File: src/rtl/sar_rd_pkg.sv
package sar_rd_pkg;

    typedef enum logic [2:0] {
        RD_IDLE,
        RD_CONV,
        RD_LEAD,
        RD_SCKH,
        RD_SCKL
    } rd_state_e;

    typedef struct packed {
        logic launch;
        logic sample;
        logic done;
    } rd_ctl_t;

    function automatic int max2(input int a, input int b);
        return (a > b) ? a : b;
    endfunction

endpackage

File: src/rtl/sar_rd_seq.sv
module sar_rd_seq
    import sar_rd_pkg::*;
#(
    parameter int DATA_W    = 16,
    parameter int CONV_CYC  = 8,
    parameter int HALF_CYC  = 2,
    parameter int CYCLE_MIN = 80
) (
    input  logic    clk,
    input  logic    rst,
    input  logic    start_i,
    input  logic    auto_i,
    output logic    cnv_o,
    output logic    sck_o,
    output rd_ctl_t ctl_o
);

    localparam int TW = $clog2(max2(CONV_CYC, HALF_CYC) + 1);
    localparam int GW = $clog2(CYCLE_MIN + 1);
    localparam int NW = $clog2(DATA_W + 1);
    localparam int HW = $clog2(CONV_CYC + 2);

    rd_state_e      state;
    logic [TW-1:0]  tmr;
    logic [GW-1:0]  gap;
    logic [NW-1:0]  npulse;
    logic           ready;
    logic           tmr_zero;
    logic           last_pulse;

    assign ready      = (gap >= GW'(CYCLE_MIN - 1));
    assign tmr_zero   = (tmr == '0);
    assign last_pulse = (npulse == NW'(DATA_W));

    always_comb begin
        ctl_o        = '0;
        ctl_o.launch = (state == RD_IDLE) && (start_i || auto_i) && ready;
        ctl_o.sample = tmr_zero && ((state == RD_LEAD) ||
                                    ((state == RD_SCKL) && !last_pulse));
        ctl_o.done   = tmr_zero && (state == RD_SCKL) && last_pulse;
    end

    assign cnv_o = (state == RD_CONV);
    assign sck_o = (state == RD_SCKH);

    always_ff @(posedge clk) begin
        if (rst) begin
            gap <= GW'(CYCLE_MIN);
        end else if (ctl_o.launch) begin
            gap <= '0;
        end else if (gap != GW'(CYCLE_MIN)) begin
            gap <= gap + 1'b1;
        end
    end

    always_ff @(posedge clk) begin
        if (rst) begin
            state  <= RD_IDLE;
            tmr    <= '0;
            npulse <= '0;
        end else begin
            case (state)
                RD_IDLE: begin
                    if (ctl_o.launch) begin
                        state  <= RD_CONV;
                        tmr    <= TW'(CONV_CYC - 1);
                        npulse <= '0;
                    end
                end
                RD_CONV: begin
                    if (tmr_zero) begin
                        state <= RD_LEAD;
                        tmr   <= TW'(HALF_CYC - 1);
                    end else begin
                        tmr <= tmr - 1'b1;
                    end
                end
                RD_LEAD: begin
                    if (tmr_zero) begin
                        state <= RD_SCKH;
                        tmr   <= TW'(HALF_CYC - 1);
                    end else begin
                        tmr <= tmr - 1'b1;
                    end
                end
                RD_SCKH: begin
                    if (tmr_zero) begin
                        state  <= RD_SCKL;
                        tmr    <= TW'(HALF_CYC - 1);
                        npulse <= npulse + 1'b1;
                    end else begin
                        tmr <= tmr - 1'b1;
                    end
                end
                RD_SCKL: begin
                    if (tmr_zero) begin
                        if (last_pulse) begin
                            state <= RD_IDLE;
                        end else begin
                            state <= RD_SCKH;
                            tmr   <= TW'(HALF_CYC - 1);
                        end
                    end else begin
                        tmr <= tmr - 1'b1;
                    end
                end
                default: state <= RD_IDLE;
            endcase
        end
    end

    // Independent observers of the convert line for the checks below.
    logic [HW-1:0] hi_len;
    logic [GW-1:0] rise_gap;
    logic          cnv_q;

    always_ff @(posedge clk) begin
        if (rst) begin
            hi_len   <= '0;
            rise_gap <= GW'(CYCLE_MIN);
            cnv_q    <= 1'b0;
        end else begin
            cnv_q  <= cnv_o;
            hi_len <= cnv_o ? hi_len + 1'b1 : '0;
            if (cnv_o && !cnv_q) begin
                rise_gap <= GW'(1);
            end else if (rise_gap != GW'(CYCLE_MIN)) begin
                rise_gap <= rise_gap + 1'b1;
            end
        end
    end

    p_cnv_width_r2: assert property (@(posedge clk) disable iff (rst)
        $fell(cnv_o) |-> (hi_len == HW'(CONV_CYC)));

    p_first_bit_no_sck_r3: assert property (@(posedge clk) disable iff (rst)
        $fell(cnv_o) |-> !sck_o);

    p_sck_quiet_cnv_r4: assert property (@(posedge clk) disable iff (rst)
        cnv_o |-> !sck_o);

    p_rise_spacing_r8: assert property (@(posedge clk) disable iff (rst)
        (cnv_o && !cnv_q) |-> (rise_gap >= GW'(CYCLE_MIN)));

endmodule

File: src/rtl/sar_rd_shift.sv
module sar_rd_shift
    import sar_rd_pkg::*;
#(
    parameter int DATA_W = 16
) (
    input  logic              clk,
    input  logic              rst,
    input  rd_ctl_t           ctl_i,
    input  logic              sdo_i,
    output logic [DATA_W-1:0] result_o,
    output logic              valid_o
);

    localparam int NW = $clog2(DATA_W + 1);

    logic [DATA_W-1:0] shreg;
    logic [NW-1:0]     nbits;

    always_ff @(posedge clk) begin
        if (rst) begin
            shreg <= '0;
            nbits <= '0;
        end else if (ctl_i.launch) begin
            shreg <= '0;
            nbits <= '0;
        end else if (ctl_i.sample) begin
            shreg <= {shreg[DATA_W-2:0], sdo_i};
            nbits <= nbits + 1'b1;
        end
    end

    always_ff @(posedge clk) begin
        if (rst) begin
            result_o <= '0;
            valid_o  <= 1'b0;
        end else begin
            valid_o <= ctl_i.done;
            if (ctl_i.done) begin
                result_o <= shreg;
            end
        end
    end

    p_full_word_r5: assert property (@(posedge clk) disable iff (rst)
        ctl_i.done |-> (nbits == NW'(DATA_W)));

    p_valid_single_r6: assert property (@(posedge clk) disable iff (rst)
        valid_o |=> !valid_o);

endmodule

File: src/rtl/sar_adc_reader.sv
module sar_adc_reader
    import sar_rd_pkg::*;
#(
    parameter int DATA_W    = 16,
    parameter int CONV_CYC  = 8,
    parameter int HALF_CYC  = 2,
    parameter int CYCLE_MIN = 80
) (
    input  logic              clk,
    input  logic              rst,
    input  logic              start_i,
    input  logic              auto_i,
    input  logic              sdo_i,
    output logic              cnv_o,
    output logic              sck_o,
    output logic [DATA_W-1:0] result_o,
    output logic              valid_o
);

    // Cycles from a convert rise back to idle; spacing below this is moot.
    localparam int READ_CYC = CONV_CYC + HALF_CYC + 2 * DATA_W * HALF_CYC;

    rd_ctl_t ctl;

    sar_rd_seq #(
        .DATA_W   (DATA_W),
        .CONV_CYC (CONV_CYC),
        .HALF_CYC (HALF_CYC),
        .CYCLE_MIN(CYCLE_MIN)
    ) u_seq (
        .clk    (clk),
        .rst    (rst),
        .start_i(start_i),
        .auto_i (auto_i),
        .cnv_o  (cnv_o),
        .sck_o  (sck_o),
        .ctl_o  (ctl)
    );

    sar_rd_shift #(
        .DATA_W(DATA_W)
    ) u_shift (
        .clk     (clk),
        .rst     (rst),
        .ctl_i   (ctl),
        .sdo_i   (sdo_i),
        .result_o(result_o),
        .valid_o (valid_o)
    );

    initial begin
        if (CONV_CYC < 1 || HALF_CYC < 1 || CYCLE_MIN < 1 || READ_CYC < 1)
            $error("sar_adc_reader: timing parameters must be positive");
    end

endmodule

File: config.mk
export PLATFORM = sky130hd
export DESIGN_NAME = sar_adc_reader
export DESIGN_NICKNAME = d
export VERILOG_FILES = /design/src/rtl/sar_rd_pkg.sv /design/src/rtl/sar_rd_seq.sv /design/src/rtl/sar_rd_shift.sv /design/src/rtl/sar_adc_reader.sv
export SDC_FILE = /design/constraint.sdc
export NUM_CORES = 1
export LEC_CHECK = 0
export ABC_CLOCK_PERIOD_IN_PS = 3900
export BUFFER_PORTS_ARGS = -buffer_cell sky130_fd_sc_hd__buf_4
export CELL_PAD_IN_SITES_DETAIL_PLACEMENT = 1
export CELL_PAD_IN_SITES_GLOBAL_PLACEMENT = 2
export CORE_ASPECT_RATIO = 0.6
export CORE_MARGIN = 1.5
export CORE_UTILIZATION = 40
export CTS_CLUSTER_SIZE = 16
export DETAILED_ROUTE_END_ITERATION = 12
export PLACE_DENSITY = 0.94
export SKIP_LAST_GASP = 1
export SYNTH_ARGS = -nofsm -noshare
export SYNTH_HDL_FRONTEND = slang
export SYNTH_HIERARCHICAL = 1
export SYNTH_SLANG_ARGS = --single-unit
File: constraint.sdc
create_clock -name clk -period 3.9 [get_ports clk]
set_input_delay 0.585 -clock clk [delete_from_list [all_inputs] [get_ports clk]]
set_output_delay 0.585 -clock clk [all_outputs]
set_load 0.05 [all_outputs]
==> flow_summary.html, run 1 <==
<table>
<tr><th>Metric</th><th>Value</th></tr>
<tr><th colspan="2">Timing</th></tr>
<tr><td>Max-slew violation count</td><td>0</td></tr>
<tr><td>Hold_ws</td><td>505 ps</td></tr>
<tr><td>Unrepaired setup endpoints after global routing</td><td>false</td></tr>
<tr><td>Count of endpoints failing setup in the final report</td><td>0</td></tr>
<tr><td>Setup clock skew after layout</td><td>7.35 ps</td></tr>
<tr><td>Slew @ Worst Pin</td><td>1110 ps</td></tr>
<tr><td>Fmax</td><td>0.395 GHz</td></tr>
<tr><td>Sum Neg Setup Slack</td><td>0 ps</td></tr>
<tr><td>Headroom to the max-slew limit</td><td>0.259</td></tr>
<tr><td>Total count of hold-check failures in the final report</td><td>0</td></tr>
<tr><td>Fraction of the cycle the final worst path needs</td><td>0.650</td></tr>
<tr><td>Worst-case setup margin in the final layout</td><td>1370 ps</td></tr>
<tr><td>Minimum clock period after layout</td><td>2530 ps</td></tr>
<tr><th colspan="2">Drt</th></tr>
<tr><td>First drt pass iteration count</td><td>4</td></tr>
<tr><td>Via-to-Cell Ratio</td><td>5.24</td></tr>
<tr><td>Metal-1 WL</td><td>2730 µm</td></tr>
<tr><td>Via count</td><td>1741</td></tr>
<tr><td>Detailed route wirelength on metal2</td><td>2320 µm</td></tr>
<tr><td>Max layer used</td><td>met4</td></tr>
<tr><td>Routed Wire Length</td><td>5280 µm</td></tr>
<tr><td>Drt first-iter violations</td><td>46</td></tr>
<tr><td>Count of nets left with antenna violations after detail routing</td><td>0</td></tr>
<tr><td>Average detailed-routed wire length per instance</td><td>15.9 µm</td></tr>
<tr><td>DRC</td><td>0</td></tr>
<tr><td>DR WL met3</td><td>198 µm</td></tr>
<tr><th colspan="2">GRT</th></tr>
<tr><td>Initial antenna violation count</td><td>0</td></tr>
<tr><td>Pin count of the biggest net entering global routing</td><td>27</td></tr>
<tr><td>Overall fraction of global-route tracks in use</td><td>0.184</td></tr>
<tr><td>Global-route wire length before repair</td><td>9150 µm</td></tr>
<tr><td>Via count of the first global-routing pass</td><td>1812</td></tr>
<tr><td>Total grt overflow</td><td>0</td></tr>
<tr><th colspan="2">Clock network</th></tr>
<tr><td>Number of buffers added for setup after CTS</td><td>0</td></tr>
<tr><td>Number of buffers created by CTS</td><td>5</td></tr>
<tr><td>Latest clock arrival within the worst-skew pair</td><td>300 ps</td></tr>
<tr><td>Number of buffers inserted for hold repair after clock tree synthesis</td><td>0</td></tr>
<tr><td>Clk Tree Root Cell</td><td>clkbuf_8</td></tr>
<tr><td>Clock transition at the register clock pins on the worst setup and hold paths after CTS</td><td>100 ps</td></tr>
<tr><td>Number of cells upsized or downsized after cts</td><td>0</td></tr>
<tr><td>Clock tree from TritonCTS</td><td>built</td></tr>
<tr><td>Number of buffers on the longest clock path</td><td>2</td></tr>
<tr><td>CTS Sinks</td><td>52</td></tr>
<tr><td>Depth of the CTS H-tree</td><td>2</td></tr>
<tr><th colspan="2">Worst setup path</th></tr>
<tr><td>Critical path capture point type</td><td>flip-flop</td></tr>
<tr><td>Endpoint of the most critical register-to-register path</td><td>u_shift/shreg[9]$_SDFFE_PP0P_</td></tr>
<tr><td>Critical setup path kind</td><td>reg -&gt; reg</td></tr>
<tr><td>Startpoint type of the worst setup path</td><td>flip-flop</td></tr>
<tr><td>Required time at the worst-slack endpoint</td><td>4080 ps</td></tr>
<tr><td>Crit path arrival time</td><td>2710 ps</td></tr>
<tr><td>Reg-to-Reg Start</td><td>u_seq/tmr[0]$_SDFFE_PP0P_</td></tr>
<tr><td>FF-to-FF path depth</td><td>5</td></tr>
<tr><td>Largest fanout on the critical path</td><td>17</td></tr>
<tr><td>Worst R2R Setup Slack</td><td>1370 ps</td></tr>
<tr><th colspan="2">Power and ir drop</th></tr>
<tr><td>Power density normalized to cell area</td><td>588 nW/µm²</td></tr>
<tr><td>Proportion of power drawn by combinational gates</td><td>0.331</td></tr>
<tr><td>Clk pwr share</td><td>0.241</td></tr>
<tr><td>Maximum vdd ir drop</td><td>246 µV</td></tr>
<tr><td>Relative contribution of sequential cells to total power</td><td>0.428</td></tr>
<tr><td>Net switching power</td><td>0.583 mW</td></tr>
<tr><td>Total power</td><td>1.55 mW</td></tr>
<tr><td>Switching Fraction</td><td>0.377</td></tr>
<tr><td>Internal Pwr Total</td><td>0.965 mW</td></tr>
<tr><td>Static leakage</td><td>0.913 nW</td></tr>
<tr><th colspan="2">Floorplan</th></tr>
<tr><td>Die Span Y</td><td>62.4 µm</td></tr>
<tr><td>Initial cell density of the core</td><td>0.418</td></tr>
<tr><td>Floorplan die width</td><td>102 µm</td></tr>
<tr><td>Core area</td><td>5620 µm²</td></tr>
<tr><td>DIE AREA</td><td>6360 µm²</td></tr>
<tr><td># IOs</td><td>24</td></tr>
<tr><td>Cell Rows</td><td>21</td></tr>
<tr><th colspan="2">Hold path</th></tr>
<tr><td>Endpoint, Worst Hold</td><td>u_shift/result_o[11]$_SDFFE_PP0P_</td></tr>
<tr><td>Worst hold path cell count</td><td>2</td></tr>
<tr><td>Worst hold start</td><td>u_shift/result_o[11]$_SDFFE_PP0P_</td></tr>
<tr><td>Kind of path behind the tightest hold check</td><td>reg -&gt; reg</td></tr>
<tr><th colspan="2">Synth</th></tr>
<tr><td>Average size of a mapped cell</td><td>10.0 µm²</td></tr>
<tr><td>Library cell occupying the most area in the post-synthesis netlist</td><td>dfxtp_1</td></tr>
<tr><td>Synth cell count leaders</td><td>52 x dfxtp_1, 33 x mux2i_1, 33 x nor2_1</td></tr>
<tr><td>Warnings from Yosys</td><td>6</td></tr>
<tr><td>Number of enable-type register cells in the synthesized netlist</td><td>0</td></tr>
<tr><td>Flip-flop and latch count after synthesis</td><td>52</td></tr>
<tr><td>Fraction of the yosys area taken by sequential cells</td><td>0.443</td></tr>
<tr><td>Unique masters post-synth</td><td>55</td></tr>
<tr><td>Main flop type after synthesis</td><td>dfxtp_1</td></tr>
<tr><td>Nets in the synthesized netlist</td><td>244</td></tr>
<tr><td>Synth async-reset ratio</td><td>0</td></tr>
<tr><td>Post-Synthesis Cell Area</td><td>2350 µm²</td></tr>
<tr><td>Syn Inst Count</td><td>235</td></tr>
<tr><td>Fraction of synthesized cell area taken by the top area cell type</td><td>0.443</td></tr>
<tr><td>Cell with the most instances after synthesis</td><td>dfxtp_1</td></tr>
<tr><td>Leading post-synthesis cells by cell area</td><td>dfxtp_1 44%, mux2i_1 14%, nor2_1 5.3%</td></tr>
<tr><th colspan="2">Placement</th></tr>
<tr><td>Total half-perimeter wirelength after legalization and detailed placement</td><td>3670 µm</td></tr>
<tr><td>GPL Wtd Cong</td><td>0.853</td></tr>
<tr><td>DP Worst Slack</td><td>1420 ps</td></tr>
<tr><td>Count of input and output buffers</td><td>23</td></tr>
<tr><th colspan="2">Outcome</th></tr>
<tr><td>Status</td><td>finished, final reports clean</td></tr>
<tr><th colspan="2">Cells and area</th></tr>
<tr><td>Share of post-route cells with drive strength above 1</td><td>0.202</td></tr>
<tr><td>P&amp;R area growth vs syn</td><td>11.8%</td></tr>
<tr><td>Inserted Diodes</td><td>0</td></tr>
<tr><td>Final nets</td><td>260</td></tr>
<tr><td>Number of inserted filler cells in the final layout</td><td>666</td></tr>
<tr><th colspan="2">Run</th></tr>
<tr><td>Maximum capacitance violations</td><td>0</td></tr>
</table>
[worst max path at each step]
stage	start	to	slack, ps
global placement	u_seq/tmr[0]$_SDFFE_PP0P_	u_shift/shreg[12]$_SDFFE_PP0P_	1530
detailed placement	u_seq/tmr[0]$_SDFFE_PP0P_	u_shift/shreg[9]$_SDFFE_PP0P_	1420
CTS	u_seq/tmr[0]$_SDFFE_PP0P_	u_shift/shreg[14]$_SDFFE_PP0P_	1370
floorplan	u_seq/state[2]$_SDFFE_PP0P_	cnv_o	1710
finish	u_seq/tmr[0]$_SDFFE_PP0P_	u_shift/shreg[9]$_SDFFE_PP0P_	1370
global route	u_seq/tmr[0]$_SDFFE_PP0P_	u_shift/shreg[15]$_SDFFE_PP0P_	1210
[per-stage QoR]
stage               utilization  std cells  instance area [µm²]
global placement          0.448        324                 2520
floorplan                     -        235                 2350
CTS                       0.468        332                 2630
finish                    0.468        332                 2630
detailed placement        0.448        324                 2520
global route              0.468        332                 2630
[cells by family (layout without fill, tap and decap cells)]
logic type / after synthesis / in the layout / synth area share
xor gates and xnor gates: 9 / 9 / 0.0335
and+or+nand+nor: 82 / 82 / 0.191
buffers and inverters: 20 / 37 / 0.0558
adders and majority gates: 4 / 4 / 0.0213
AOI/OAI and AO/OA: 35 / 35 / 0.115
DFF: 52 / 52 / 0.443
muxes: 33 / 33 / 0.140
[state kept, by name, indices dropped and copies added, names as in the netlist]
| register | flops |
|---|---|
| u_shift/result_o | 16 |
| u_seq/gap | 7 |
| u_seq/npulse | 5 |
| u_seq/tmr | 4 |
| u_shift/shreg | 16 |
| u_shift/valid_o | 1 |
| u_seq/state | 3 |
[critical path, stage by stage, from the launching register on]
cell and delay, ps:
dfxtp_1 410, or4_1 650, nor2_1 180, o21a_1 780, mux2i_1 330, nor2_2 40
[per-layer routing]
| metal | GRT usage | vias to the layer above |
|---|---|---|
| met1 | 0.270 | 854 |
| met2 | 0.271 | 28 |
| met3 | 0.0470 | 2 |
| met4 | 0.0428 | 0 |
| li1 | - | 857 |
| met5 | 0 | - |
[layout by cell type (no fill, tap or decap), types with 2 or more instances in the layout]
cell type,instances
nand3_1,5
clkbuf_8,5
mux2i_1,33
o211ai_1,3
and3_1,3
nor2b_1,2
inv_1,5
nor2_1,32
and2_1,3
xnor2_1,2
a21oi_1,6
nand2_1,5
nor3_1,3
nand4_1,5
a21o_1,3
o21ai_0,6
xor2_1,7
ha_1,4
nor2_2,11
dfxtp_1,52
buf_4,23
[area by class of cell]
type	count	area (µm²)	area share
Multi-Input combinational cell	163	1180	0.450
Sequential cell	52	1040	0.396
Timing Repair Buffer	23	173	0.0657
Tap cell	80	100	0.0381
Clock buffer	5	68.8	0.0262
Clock inverter	3	42.5	0.0162
Inverter	6	22.5	0.00856
[power by group through the flow]
| stage | Sequential (mW) | Clock [mW] | Combinational [mW] |
|---|---|---|---|
| detailed placement | 0.670 | 0 | 0.503 |
| CTS | 0.658 | 0.382 | 0.514 |
| global route | 0.673 | 0.410 | 0.561 |
| global placement | 0.664 | 0 | 0.485 |
| finish | 0.662 | 0.373 | 0.512 |
| floorplan | 0.639 | 0 | 0.449 |
No activity file was read; power rests on OpenSTA's default activity.
==> run 2, diff against run 1 <==
- ABC_CLOCK_PERIOD_IN_PS: 3900 -> 2300
- CORE_UTILIZATION: 40 -> 33
- PLACE_DENSITY: 0.94 -> 0.84
- clock period: 3.9 -> 2.3 ns (I/O delays scaled with it)
==> run 2 against run 1 <==
  * The run now ends with design-rule violations left
  * Sequential cell count stayed put
  * Wire length decreased by 1.6%
  * Sequential power rose by 62%
==> flow_summary.html, run 2 (synthesis gave the netlist of run 1 again) <==
<table>
<tr><th>Metric</th><th>Value</th></tr>
<tr><th colspan="2">GRT</th></tr>
<tr><td>Overall fraction of global-route tracks in use</td><td>0.146 (was 0.184)</td></tr>
<tr><td>Via count of the first global-routing pass</td><td>1690 (was 1812)</td></tr>
<tr><td>Total grt overflow</td><td>0 (unchanged)</td></tr>
<tr><td>Global-route wire length before repair</td><td>8540 µm (was 9150 µm)</td></tr>
<tr><td>Pin count of the biggest net entering global routing</td><td>27 (unchanged)</td></tr>
<tr><td>Initial antenna violation count</td><td>0 (unchanged)</td></tr>
<tr><th colspan="2">Timing</th></tr>
<tr><td>Count of endpoints failing setup in the final report</td><td>0 (unchanged)</td></tr>
<tr><td>Unrepaired setup endpoints after global routing</td><td>false (unchanged)</td></tr>
<tr><td>Worst-case setup margin in the final layout</td><td>165 ps (was 1370 ps)</td></tr>
<tr><td>Headroom to the max-slew limit</td><td>0.704 (was 0.259)</td></tr>
<tr><td>Fmax</td><td>0.468 GHz (was 0.395 GHz)</td></tr>
<tr><td>Max-slew violation count</td><td>0 (unchanged)</td></tr>
<tr><td>Setup clock skew after layout</td><td>4.19 ps (was 7.35 ps)</td></tr>
<tr><td>Total count of hold-check failures in the final report</td><td>0 (unchanged)</td></tr>
<tr><td>Sum Neg Setup Slack</td><td>0 ps (unchanged)</td></tr>
<tr><td>Fraction of the cycle the final worst path needs</td><td>0.928 (was 0.650)</td></tr>
<tr><td>Minimum clock period after layout</td><td>2140 ps (was 2530 ps)</td></tr>
<tr><td>Slew @ Worst Pin</td><td>444 ps (was 1110 ps)</td></tr>
<tr><th colspan="2">Clock network</th></tr>
<tr><td>Latest clock arrival within the worst-skew pair</td><td>290 ps (was 300 ps)</td></tr>
<tr><td>CTS Sinks</td><td>52 (unchanged)</td></tr>
<tr><td>Number of buffers on the longest clock path</td><td>2 (unchanged)</td></tr>
<tr><td>Depth of the CTS H-tree</td><td>2 (unchanged)</td></tr>
<tr><td>Clk Tree Root Cell</td><td>clkbuf_16 (was clkbuf_8)</td></tr>
<tr><td>Clock tree from TritonCTS</td><td>built (unchanged)</td></tr>
<tr><td>Clock transition at the register clock pins on the worst setup and hold paths after CTS</td><td>60 ps (was 100 ps)</td></tr>
<tr><td>Number of buffers created by CTS</td><td>5 (unchanged)</td></tr>
<tr><td>Number of buffers added for setup after CTS</td><td>0 (unchanged)</td></tr>
<tr><th colspan="2">Power and ir drop</th></tr>
<tr><td>Relative contribution of sequential cells to total power</td><td>0.374 (was 0.428)</td></tr>
<tr><td>Internal Pwr Total</td><td>1.88 mW (was 0.965 mW)</td></tr>
<tr><td>Clk pwr share</td><td>0.291 (was 0.241)</td></tr>
<tr><td>Static leakage</td><td>0.980 nW (was 0.913 nW)</td></tr>
<tr><td>Power density normalized to cell area</td><td>1040 nW/µm² (was 588 nW/µm²)</td></tr>
<tr><td>Maximum vdd ir drop</td><td>363 µV (was 246 µV)</td></tr>
<tr><td>Switching Fraction</td><td>0.342 (was 0.377)</td></tr>
<tr><td>Net switching power</td><td>0.980 mW (was 0.583 mW)</td></tr>
<tr><td>Proportion of power drawn by combinational gates</td><td>0.335 (was 0.331)</td></tr>
<tr><th colspan="2">Outcome</th></tr>
<tr><td>Status</td><td>finished, violations left (was finished, final reports clean)</td></tr>
<tr><td>Violations in the final reports</td><td>design-rule violations</td></tr>
<tr><th colspan="2">Drt</th></tr>
<tr><td>Routed Wire Length</td><td>5190 µm (was 5280 µm)</td></tr>
<tr><td>Via-to-Cell Ratio</td><td>5.01 (was 5.24)</td></tr>
<tr><td>Average detailed-routed wire length per instance</td><td>15.0 µm (was 15.9 µm)</td></tr>
<tr><td>DRC</td><td>2 (was 0)</td></tr>
<tr><td>Count of nets left with antenna violations after detail routing</td><td>0 (unchanged)</td></tr>
<tr><td>Drt first-iter violations</td><td>75 (was 46)</td></tr>
<tr><td>First drt pass iteration count</td><td>8 (was 4)</td></tr>
<tr><td>Via count</td><td>1734 (was 1741)</td></tr>
<tr><th colspan="2">Cells and area</th></tr>
<tr><td>Number of inserted filler cells in the final layout</td><td>768 (was 666)</td></tr>
<tr><td>Inserted Diodes</td><td>0 (unchanged)</td></tr>
<tr><td>Area of all sequential standard cells</td><td>1040 µm² (unchanged)</td></tr>
<tr><td>Most common cell after layout, fill and taps aside</td><td>dfxtp_1 (unchanged)</td></tr>
<tr><td>Final core utilization</td><td>0.406 (was 0.468)</td></tr>
<tr><td>Multi-input gate area</td><td>1180 µm² (unchanged)</td></tr>
<tr><td>P&amp;R area growth vs syn</td><td>17.2% (was 11.8%)</td></tr>
<tr><td>Leading cell types in the layout, fill and taps excluded</td><td>52 x dfxtp_1, 33 x mux2i_1, 32 x nor2_1 (unchanged)</td></tr>
<tr><td>Largest registers ranked by flip-flop count</td><td>u_shift/result_o: 16 flops, u_shift/shreg: 16 flops, u_seq/gap: 7 flops (unchanged)</td></tr>
<tr><td>Share of post-route cells with drive strength above 1</td><td>0.224 (was 0.202)</td></tr>
<tr><td>Final nets</td><td>267 (was 260)</td></tr>
<tr><th colspan="2">Worst setup path</th></tr>
<tr><td>Crit path arrival time</td><td>2360 ps (was 2710 ps)</td></tr>
<tr><td>Critical path capture point type</td><td>flip-flop (unchanged)</td></tr>
<tr><td>Startpoint type of the worst setup path</td><td>flip-flop (unchanged)</td></tr>
<tr><td>Required time at the worst-slack endpoint</td><td>2520 ps (was 4080 ps)</td></tr>
<tr><td>Reg-to-Reg Start</td><td>u_seq/gap[1]$_SDFFE_PP0N_ (was u_seq/tmr[0]$_SDFFE_PP0P_)</td></tr>
<tr><td>Critical setup path kind</td><td>reg -&gt; reg (unchanged)</td></tr>
<tr><td>Largest fanout on the critical path</td><td>16 (was 17)</td></tr>
<tr><td>Critical Path Start</td><td>u_seq/gap[1]$_SDFFE_PP0N_ (was u_seq/tmr[0]$_SDFFE_PP0P_)</td></tr>
<tr><th colspan="2">Placement</th></tr>
<tr><td>DP Worst Slack</td><td>135 ps (was 1420 ps)</td></tr>
<tr><td>Total half-perimeter wirelength after legalization and detailed placement</td><td>3780 µm (was 3670 µm)</td></tr>
<tr><td>GPL Wtd Cong</td><td>0.753 (was 0.853)</td></tr>
<tr><td>Count of input and output buffers</td><td>23 (unchanged)</td></tr>
<tr><th colspan="2">Hold path</th></tr>
<tr><td>Worst hold start</td><td>sdo_i (was u_shift/result_o[11]$_SDFFE_PP0P_)</td></tr>
<tr><td>Kind of path behind the tightest hold check</td><td>in -&gt; reg (was reg -&gt; reg)</td></tr>
<tr><th colspan="2">Floorplan</th></tr>
<tr><td>Floorplan die width</td><td>112 µm (was 102 µm)</td></tr>
<tr><td># IOs</td><td>24 (unchanged)</td></tr>
<tr><td>Initial cell density of the core</td><td>0.346 (was 0.418)</td></tr>
<tr><td>Die Span Y</td><td>68.4 µm (was 62.4 µm)</td></tr>
<tr><td>Cell Rows</td><td>23 (was 21)</td></tr>
<tr><td>Core area</td><td>6790 µm² (was 5620 µm²)</td></tr>
<tr><td>DIE AREA</td><td>7660 µm² (was 6360 µm²)</td></tr>
<tr><th colspan="2">Run</th></tr>
<tr><td>Maximum capacitance violations</td><td>0 (unchanged)</td></tr>
</table>
run 2: final timing paths:
check | end | slack (ps) | cells after the start
setup / recovery | u_shift/shreg[12]$_SDFFE_PP0P_ | 160 | 6
hold / removal | u_shift/shreg[0]$_SDFFE_PP0P_ | 330 | 3
setup reg to reg | u_shift/shreg[12]$_SDFFE_PP0P_ | 160 | 6
hold reg to reg | u_shift/result_o[14]$_SDFFE_PP0P_ | 500 | 2
run 2: routing by layer:
metal,wire [µm],global-route usage
met5,0,0
met4,73,0.0617
met3,124,0.0301
met2,2160,0.209
met1,2840,0.212
run 2: through the flow:
stage | hold WS, ps | cells | power [mW] | cell area [µm²]
final | 326 | 346 | 2.86 | 2760
after global routing | 345 | 346 | 3.03 | 2760
after CTS | 332 | 346 | 2.88 | 2760
after detailed placement | 493 | 338 | 2.05 | 2590
after global placement | 480 | 338 | 2.03 | 2590
after floorplan | 460 | 235 | 1.84 | 2350
run 2: final cells by class:
cell class              count  share of cell area
flip-flops and latches     52               0.378
inverters                   6             0.00817
clock buffers               6              0.0468
clock inverters             2              0.0127
multi-input cells         163               0.429
repair buffers             30              0.0862
well taps                  87              0.0395
run 2: worst max-delay path: stages (launching register included):
cell      delay, ps
dfxtp_1         360
ha_1            250
a21o_1          230
a211oi_2        380
nor2_1          160
or2_2           500
nor2_2          170
run 2: power groups by stage:
stage	combinational, mW	clock (mW)	sequential, mW
3_3_place_gp	0.940	0	1.09
5_1_grt	1.05	0.889	1.08
3_5_place_dp	0.959	0	1.09
4_1_cts	0.962	0.848	1.07
6_report	0.960	0.833	1.07
2_1_floorplan	0.761	0	1.08
run 2: what timing repair did:
item,in CTS,in global routing
gates resized for setup,0,1
setup endpoints to repair,0,16
hold buffers,0,0
